$ cat src/rtl/rpt_pkg.sv
package rpt_pkg;

  localparam int WORD_W = 32;
  localparam logic [7:0] SAFE_LANE = 8'h74;
  localparam logic [WORD_W-1:0] FILL_WORD = 32'h1F1F_1F1F;

  typedef enum logic [3:0] {
    ST_IDLE, ST_FIRST, ST_SAFE, ST_FILL, ST_PAT,
    ST_CAND, ST_READ, ST_NEXT, ST_DONE
  } seq_state_t;

  typedef enum logic [1:0] {PT_IDLE, PT_REQ, PT_WAIT} port_state_t;

  // Expected word: region base + word index + bias, modulo 2^32
  function automatic logic [WORD_W-1:0] pattern_word(
      input logic [WORD_W-1:0] base,
      input logic [WORD_W-1:0] idx,
      input logic [WORD_W-1:0] bias);
    return base + idx + bias;
  endfunction

endpackage

$ cat src/rtl/rpt_walker.sv
module rpt_walker #(
  parameter int AW     = 16,
  parameter int REGION = 1024
) (
  input  logic              clk,
  input  logic              rst_n,
  input  logic              restart,
  input  logic [AW:0]       msize,
  input  logic              idx_inc,
  input  logic              idx_clr,
  input  logic              off_inc,
  output logic [AW-1:0]     base,
  output logic [$clog2(REGION)-1:0] idx,
  output logic              idx_last,
  output logic              first_ok,
  output logic              next_ok
);
  localparam int IW = $clog2(REGION);
  localparam logic [AW:0] REG_W = (AW+1)'(REGION);

  function automatic logic [AW:0] step_of(input logic [AW:0] m);
    logic [AW:0] s;
    s = m >> 6;
    if (s == '0) s = {{AW{1'b0}}, 1'b1};
    return s;
  endfunction

  function automatic logic [AW:0] limit_of(input logic [AW:0] m);
    return (m > REG_W) ? (m - REG_W) : '0;
  endfunction

  logic [AW:0]   off_q, step_q, limit_q;
  logic [IW-1:0] idx_q;
  logic [AW+1:0] nxt_off;

  always_ff @(posedge clk) begin
    if (!rst_n) begin
      off_q   <= '0;
      step_q  <= '0;
      limit_q <= '0;
    end else if (restart) begin
      off_q   <= '0;
      step_q  <= step_of(msize);
      limit_q <= limit_of(msize);
    end else if (off_inc) begin
      off_q   <= off_q + step_q;
    end
  end

  always_ff @(posedge clk) begin
    if (!rst_n)       idx_q <= '0;
    else if (idx_clr) idx_q <= '0;
    else if (idx_inc) idx_q <= idx_q + 1'b1;
  end

  assign nxt_off  = {1'b0, off_q} + {1'b0, step_q};
  assign next_ok  = nxt_off < {1'b0, limit_q};
  assign first_ok = limit_q != '0;
  assign base     = off_q[AW-1:0];
  assign idx      = idx_q;
  assign idx_last = idx_q == IW'(REGION - 1);


  offset_in_range_chk: assert property (@(posedge clk) disable iff (!rst_n)
    off_inc |=> (off_q < limit_q));

endmodule

$ cat src/rtl/rpt_mem_port.sv
module rpt_mem_port
  import rpt_pkg::*;
#(
  parameter int AW = 16
) (
  input  logic              clk,
  input  logic              rst_n,
  input  logic              go,
  input  logic              go_write,
  input  logic [AW-1:0]     go_addr,
  input  logic [WORD_W-1:0] go_wdata,
  output logic              idle,
  output logic              wr_ack,
  output logic              rd_ack,
  output logic              req_valid,
  input  logic              req_ready,
  output logic              req_write,
  output logic [AW-1:0]     req_addr,
  output logic [WORD_W-1:0] req_wdata,
  input  logic              rsp_valid
);
  port_state_t pst;
  logic        wr_q;
  logic [AW-1:0] addr_q;
  logic [WORD_W-1:0] data_q;

  always_ff @(posedge clk) begin
    if (!rst_n) begin
      pst    <= PT_IDLE;
      wr_q   <= 1'b0;
      addr_q <= '0;
      data_q <= '0;
    end else begin
      unique case (pst)
        PT_IDLE: if (go) begin
          pst    <= PT_REQ;
          wr_q   <= go_write;
          addr_q <= go_addr;
          data_q <= go_wdata;
        end
        PT_REQ:  if (req_ready) pst <= wr_q ? PT_IDLE : PT_WAIT;
        PT_WAIT: if (rsp_valid) pst <= PT_IDLE;
        default: pst <= PT_IDLE;
      endcase
    end
  end

  assign idle      = pst == PT_IDLE;
  assign req_valid = pst == PT_REQ;
  assign req_write = wr_q;
  assign req_addr  = addr_q;
  assign req_wdata = data_q;
  assign wr_ack    = (pst == PT_REQ) && req_ready && wr_q;
  assign rd_ack    = (pst == PT_WAIT) && rsp_valid;


  req_hold_chk: assert property (@(posedge clk) disable iff (!rst_n)
    (req_valid && !req_ready) |=> (req_valid && $stable(req_addr)
                                   && $stable(req_write) && $stable(req_wdata)));


  go_when_idle_chk: assert property (@(posedge clk) disable iff (!rst_n)
    go |-> idle);

endmodule

$ cat src/rtl/rdly_pattern_tester.sv
module rdly_pattern_tester
  import rpt_pkg::*;
#(
  parameter int AW         = 16,
  parameter int DLY_W      = 16,
  parameter int BIAS_W     = 8,
  parameter int LINES      = 128,
  parameter int LINE_WORDS = 8
) (
  input  logic              clk,
  input  logic              rst_n,
  input  logic              start,
  input  logic [DLY_W-1:0]  cand_dly,
  input  logic [AW:0]       mem_words,
  input  logic [BIAS_W-1:0] bias,
  output logic              done,
  output logic              fail,
  output logic              dly_we,
  output logic [DLY_W-1:0]  dly_wdata,
  output logic              req_valid,
  input  logic              req_ready,
  output logic              req_write,
  output logic [AW-1:0]     req_addr,
  output logic [31:0]       req_wdata,
  input  logic              rsp_valid,
  input  logic [31:0]       rsp_rdata
);
  localparam int REGION = LINES * LINE_WORDS;
  localparam int IW     = $clog2(REGION);
  localparam int LANES  = DLY_W / 8;
  localparam logic [DLY_W-1:0] SAFE_DLY = {LANES{SAFE_LANE}};

  seq_state_t st;
  logic [DLY_W-1:0]  cand_q, dly_shadow;
  logic [BIAS_W-1:0] bias_q;
  logic              fail_q;

  logic              restart, idx_inc, idx_clr, off_inc;
  logic [AW-1:0]     base;
  logic [IW-1:0]     idx;
  logic              idx_last, first_ok, next_ok;

  logic              go, go_write, port_idle, wr_ack, rd_ack;
  logic [WORD_W-1:0] go_wdata, exp_word;
  logic [AW-1:0]     word_addr;
  logic              mismatch_evt;

  rpt_walker #(.AW(AW), .REGION(REGION)) u_walk (
    .clk(clk), .rst_n(rst_n), .restart(restart), .msize(mem_words),
    .idx_inc(idx_inc), .idx_clr(idx_clr), .off_inc(off_inc),
    .base(base), .idx(idx), .idx_last(idx_last),
    .first_ok(first_ok), .next_ok(next_ok));

  rpt_mem_port #(.AW(AW)) u_port (
    .clk(clk), .rst_n(rst_n), .go(go), .go_write(go_write),
    .go_addr(word_addr), .go_wdata(go_wdata), .idle(port_idle),
    .wr_ack(wr_ack), .rd_ack(rd_ack), .req_valid(req_valid),
    .req_ready(req_ready), .req_write(req_write), .req_addr(req_addr),
    .req_wdata(req_wdata), .rsp_valid(rsp_valid));

  assign word_addr    = base + {{(AW-IW){1'b0}}, idx};
  assign exp_word     = pattern_word(WORD_W'(base), WORD_W'(idx), WORD_W'(bias_q));
  assign mismatch_evt = rd_ack && (rsp_rdata != exp_word);

  always_comb begin
    restart   = 1'b0;
    idx_inc   = 1'b0;
    idx_clr   = 1'b0;
    off_inc   = 1'b0;
    go        = 1'b0;
    go_write  = 1'b0;
    go_wdata  = FILL_WORD;
    dly_we    = 1'b0;
    dly_wdata = SAFE_DLY;
    unique case (st)
      ST_IDLE: restart = start;
      ST_SAFE: begin
        dly_we  = 1'b1;
        idx_clr = 1'b1;
      end
      ST_FILL, ST_PAT: begin
        go       = port_idle;
        go_write = 1'b1;
        go_wdata = (st == ST_FILL) ? FILL_WORD : exp_word;
        idx_inc  = wr_ack && !idx_last;
        idx_clr  = wr_ack && idx_last;
      end
      ST_CAND: begin
        dly_we    = 1'b1;
        dly_wdata = cand_q;
      end
      ST_READ: begin
        go      = port_idle;
        idx_inc = rd_ack && !idx_last && !mismatch_evt;
      end
      ST_NEXT: off_inc = next_ok;
      default: ;
    endcase
  end

  always_ff @(posedge clk) begin
    if (!rst_n) begin
      st     <= ST_IDLE;
      cand_q <= '0;
      bias_q <= '0;
      fail_q <= 1'b0;
    end else begin
      unique case (st)
        ST_IDLE: if (start) begin
          cand_q <= cand_dly;
          bias_q <= bias;
          fail_q <= 1'b0;
          st     <= ST_FIRST;
        end
        ST_FIRST: st <= first_ok ? ST_SAFE : ST_DONE;
        ST_SAFE:  st <= ST_FILL;
        ST_FILL:  if (wr_ack && idx_last) st <= ST_PAT;
        ST_PAT:   if (wr_ack && idx_last) st <= ST_CAND;
        ST_CAND:  st <= ST_READ;
        ST_READ:  if (mismatch_evt) begin
          fail_q <= 1'b1;
          st     <= ST_DONE;
        end else if (rd_ack && idx_last) begin
          st     <= ST_NEXT;
        end
        ST_NEXT:  st <= next_ok ? ST_SAFE : ST_DONE;
        ST_DONE:  st <= ST_IDLE;
        default:  st <= ST_IDLE;
      endcase
    end
  end

  // Copy of the delay register as written, kept for the checks below
  always_ff @(posedge clk) begin
    if (!rst_n)      dly_shadow <= '0;
    else if (dly_we) dly_shadow <= dly_wdata;
  end

  assign done = st == ST_DONE;
  assign fail = fail_q;


  write_under_safe_chk: assert property (@(posedge clk) disable iff (!rst_n)
    (req_valid && req_write) |-> (dly_shadow == SAFE_DLY));


  read_under_cand_chk: assert property (@(posedge clk) disable iff (!rst_n)
    (req_valid && !req_write) |-> (dly_shadow == cand_q));


  fail_cause_chk: assert property (@(posedge clk) disable iff (!rst_n)
    $rose(fail) |-> (done && $past(mismatch_evt)));


  done_pulse_chk: assert property (@(posedge clk) disable iff (!rst_n)
    done |=> !done);


  busy_start_chk: assert property (@(posedge clk) disable iff (!rst_n)
    (start && st != ST_IDLE) |=> $stable(cand_q));

endmodule

$ cat config.mk
export PLATFORM = sky130hd
export DESIGN_NAME = rdly_pattern_tester
export DESIGN_NICKNAME = d
export VERILOG_FILES = /design/src/rtl/rpt_pkg.sv /design/src/rtl/rpt_walker.sv /design/src/rtl/rpt_mem_port.sv /design/src/rtl/rdly_pattern_tester.sv
export SDC_FILE = /design/constraint.sdc
export NUM_CORES = 1
export LEC_CHECK = 0
export BUFFER_PORTS_ARGS = -buffer_cell sky130_fd_sc_hd__clkbuf_2
export CORE_MARGIN = 2
export CORE_UTILIZATION = 45
export DETAILED_ROUTE_END_ITERATION = 8
export HOLD_SLACK_MARGIN = 0.1
export PLACE_DENSITY = 0.75
export SKIP_LAST_GASP = 1
export SLEW_MARGIN = 20
export SYNTH_ARGS = -nofsm -noshare
export SYNTH_HDL_FRONTEND = slang
export SYNTH_SLANG_ARGS = --single-unit
export TNS_END_PERCENT = 100
$ cat constraint.sdc
create_clock -name clk -period 4.7 [get_ports clk]
set_input_delay 0.235 -clock clk [delete_from_list [all_inputs] [get_ports clk]]
set_output_delay 0.235 -clock clk [all_outputs]
set_load 0.01 [all_outputs]
==> impl_metrics.env <==
export IMPL_postCtsSetupRepairBufs=0
export IMPL_required_ns=4.99
export IMPL_critical_path_class="flip-flop to flip-flop"
export IMPL_global_route_overflow_total=0
export IMPL_dieHeight_um=137
export IMPL_signal_arrival_time_at_the_worst_endpoint_ns=4.62
export IMPL_route_detailed_wl_per_inst_um=16.7
export IMPL_crit_path_end_kind="flip-flop"
export IMPL_path_cells="ha_1 -> a21o_1 -> a21oi_1 -> o21ai_0 -> a2111oi_1 -> o31ai_1 -> xor2_1 -> ha_1 -> a21o_1 -> a21oi_1 -> nor2b_1 -> o21ai_0 -> o211ai_1 -> o22ai_2 -> and3_1 -> buf_4 -> mux2i_1 -> nor2_1"
export IMPL_n_antenna_cell=0
export IMPL_row_count=48
export IMPL_detail_route_antenna_nets=0
export IMPL_min_delay_path_depth=3
export IMPL_number_of_antenna_violations_at_the_first_check_in_global_routing=0
export IMPL_cellPowerDensity_mw_per_mm2=388
export IMPL_synth_area_per_cell_um2=7.91
export IMPL_cts_htree_levels=4
export IMPL_place_gp_congestion=0.979
export IMPL_layout_commonest_cell="clkbuf_2"
export IMPL_yosys_area_top_type="dfxtp_1"
export IMPL_via_per_inst=5.68
export IMPL_core_util_final_pct=56.7
export IMPL_synth_seq_cells=121
export IMPL_ctsLongestPathBuffers=2
export IMPL_crit_reg2reg_capture="u_walk.off_q[3]"
export IMPL_yosys_cell_types_count=78
export IMPL_async_reset_ff_share_pct=0
export IMPL_power_mw=3.82
export IMPL_synth_ff_type="dfxtp_1"
export IMPL_timing_clock_skew_ns=0.00771
export IMPL_timing_hold_worst_start="mem_words[12]"
export IMPL_worst_path_max_delay_cell="a2111oi_1"
export IMPL_setup_violations_final=0
export IMPL_numCtsBuffers=17
export IMPL_cap_viol_max_count=0
export IMPL_drive_above_1_share_pct=17.5
export IMPL_design_portCount=147
export IMPL_portion_of_the_post_synthesis_area_used_by_sequential_elements_pct=30.2
export IMPL_dp_hpwl_um=17400
export IMPL_finalHoldViolCount=0
export IMPL_die_area_mm2=0.0189
export IMPL_timing_slew_headroom_pct=46.9
export IMPL_critical_path_peak_fanout=13
export IMPL_run_status="finished clean"
export IMPL_setup_reg_to_reg_worst_slack_ns=0.37
export IMPL_route_detailed_drc=0
export IMPL_area_growth_pct=22.8
export IMPL_n_fill_cell=1590
export IMPL_cts_sink_count=121
export IMPL_postRouteWirelength_um=23400
export IMPL_post_synth_instance_area_mm2=0.00802
export IMPL_maximum_number_of_pins_on_one_net_before_global_route_repair=51
export IMPL_worst_vdd_drop_mv=0.280
export IMPL_initial_core_util_pct=46.2
export IMPL_synth_warning_count=0
export IMPL_report_final_slew_viol_count=0
export IMPL_tritoncts="built"
export IMPL_layout_min_cycle_time_ns=4.33
export IMPL_buffer_ports_inserted=140
export IMPL_whs_endpoint="u_walk.step_q[6]"
export IMPL_synth_enable_flop_cells=0
export IMPL_max_freq_mhz=231
export IMPL_nets=1301
export IMPL_synth_top_cell_area_share_pct=30.2
export IMPL_grt_first_pass_wirelength_um=37200
export IMPL_drt_initial_drc_count=599
export IMPL_via_count=7946
export IMPL_layout_common_cells="clkbuf_2, nand2_1, dfxtp_1, a21oi_1, nor2_1"
export IMPL_fp_coreArea_mm2=0.0174
export IMPL_syn_inst=1013
export IMPL_drt_first_pass_iters=5
export IMPL_post_synth_main_area_contributors="dfxtp_1, ha_1, a21oi_1, nand2_1, o21ai_0"
export IMPL_grt_total_usage_pct=25.2
export IMPL_worst_r2r_cell_count=18
export IMPL_critical_path_reg2reg_startpoint="u_walk.off_q[1]"
export IMPL_hp_class="input pin to flip-flop"
export IMPL_p_leak_nw=4.27
export IMPL_die_width_um=137
export IMPL_worst_slew_pin_slew_ns=0.795
export IMPL_critical_path_startpoint_type="flip-flop"
export IMPL_totalNegativeSetupSlack_ns=0
export IMPL_cts_root_buf="clkbuf_16"
export IMPL_worst_skew_pair_late_latency_ns=0.43
export IMPL_finalCritPeriodShare_pct=92.2
export IMPL_grt_pass1_vias=7367
export IMPL_timing_critical_path_slowest_cell_delay_ns=0.57
export IMPL_cts_reportedPaths_clkPinSlew_ns=0.06
[power by group]
part | switching [mW] | total, mW | internal [mW]
Clock | 0.512 | 1.40 | 0.893
Combinational | 0.673 | 1.11 | 0.435
Sequential | 0.129 | 1.31 | 1.18
[synthesized netlist by cell type (all sizes together), types with 13 or more instances]
master  number
nand2      139
o22ai       13
o21ai       58
ha          50
xnor2       25
and2        15
buf         26
nand3       34
nor4        15
nor3        22
inv         50
dfxtp      121
a21o        18
a21oi      106
or3         17
xor2        21
nor2        55
mux2i       14
clkbuf      43
[per-stage QoR]
stage               worst slack, ns  instances  hold slack, ns  cell area (um2)
floorplan                     0.814       1018           0.329             8040
global placement              0.320       1328           0.436             8800
detailed placement           0.0683       1328           0.444             8800
CTS                          0.0477       1398           0.103             9810
global route                -0.0168       1399           0.105             9850
finish                        0.369       1399           0.116             9850
[how the worst max path moves through the flow]
stage | depth (start not counted) | startpoint | to
floorplan | 22 | u_walk.off_q[0] | u_walk.off_q[4]
global placement | 17 | u_walk.off_q[1] | u_walk.off_q[16]
detailed placement | 17 | u_walk.off_q[1] | u_walk.off_q[16]
CTS | 17 | u_walk.off_q[1] | u_walk.off_q[16]
global route | 20 | u_walk.off_q[1] | u_walk.off_q[9]
finish | 18 | u_walk.off_q[1] | u_walk.off_q[3]
[metal layers]
metal	vias to the layer above	part of all wire, %	wire, um	GRT usage (%)
li1	3884	-	-	-
met1	3689	44	10400	33.9
met2	339	45	10500	40.0
met3	34	9.2	2150	6.51
met4	0	1.5	362	7.16
met5	-	0	0	0
[flip-flops by register name, summed over array words and instances, names as in the netlist]
name,flops
u_port.pst,2
u_port.req_write,1
cand_q,16
u_walk.limit_q,17
bias_q,8
u_walk.step_q,11
fail,1
st,4
u_walk.off_q,17
u_walk.idx,10
u_port.req_wdata,18
u_port.req_addr,16
[kinds of logic (layout without fill, tap and decap cells)]
kind of cell	Yosys count	in the layout	share of synthesized area, %
other	1	6	0.0468
AND/OR/NAND/NOR	366	366	22.7
XOR/XNOR	48	48	5.60
multiplexers	14	14	1.75
flip-flops	121	121	30.2
adder cells (fa/ha/maj)	62	62	10.8
buffers and inverters	120	276	6.54
AO/OA/AOI/OAI	281	281	22.3
[repair_timing]
item                                    4_1_cts  5_1_grt
gates resized for setup                       0        5
endpoints found under the setup margin        0       17
hold buffers                                 38        0
endpoints found under the hold margin        40        0
[worst max-delay path, delay by kind of cell (launching register included)]
family	cells	cell delay [ns]
multiplexers	1	0.21
adder cells (fa/ha/maj)	2	0.62
buffers and inverters	1	0.23
XOR/XNOR	1	0.20
flip-flops	1	0.34
AO/OA/AOI/OAI	10	2.27
AND/OR/NAND/NOR	3	0.32
[final cells by class]
| class | count | area [um2] | area share [%] |
|---|---|---|---|
| clock buffer | 19 | 433 | 4.40 |
| clock inverter | 13 | 193 | 1.96 |
| inverter | 51 | 191 | 1.94 |
| multi-input combinational | 777 | 5120 | 52.0 |
| sequential | 121 | 2420 | 24.6 |
| tap | 225 | 282 | 2.86 |
| timing repair buffer | 193 | 1200 | 12.2 |
(Power assumes the default switching activity.)
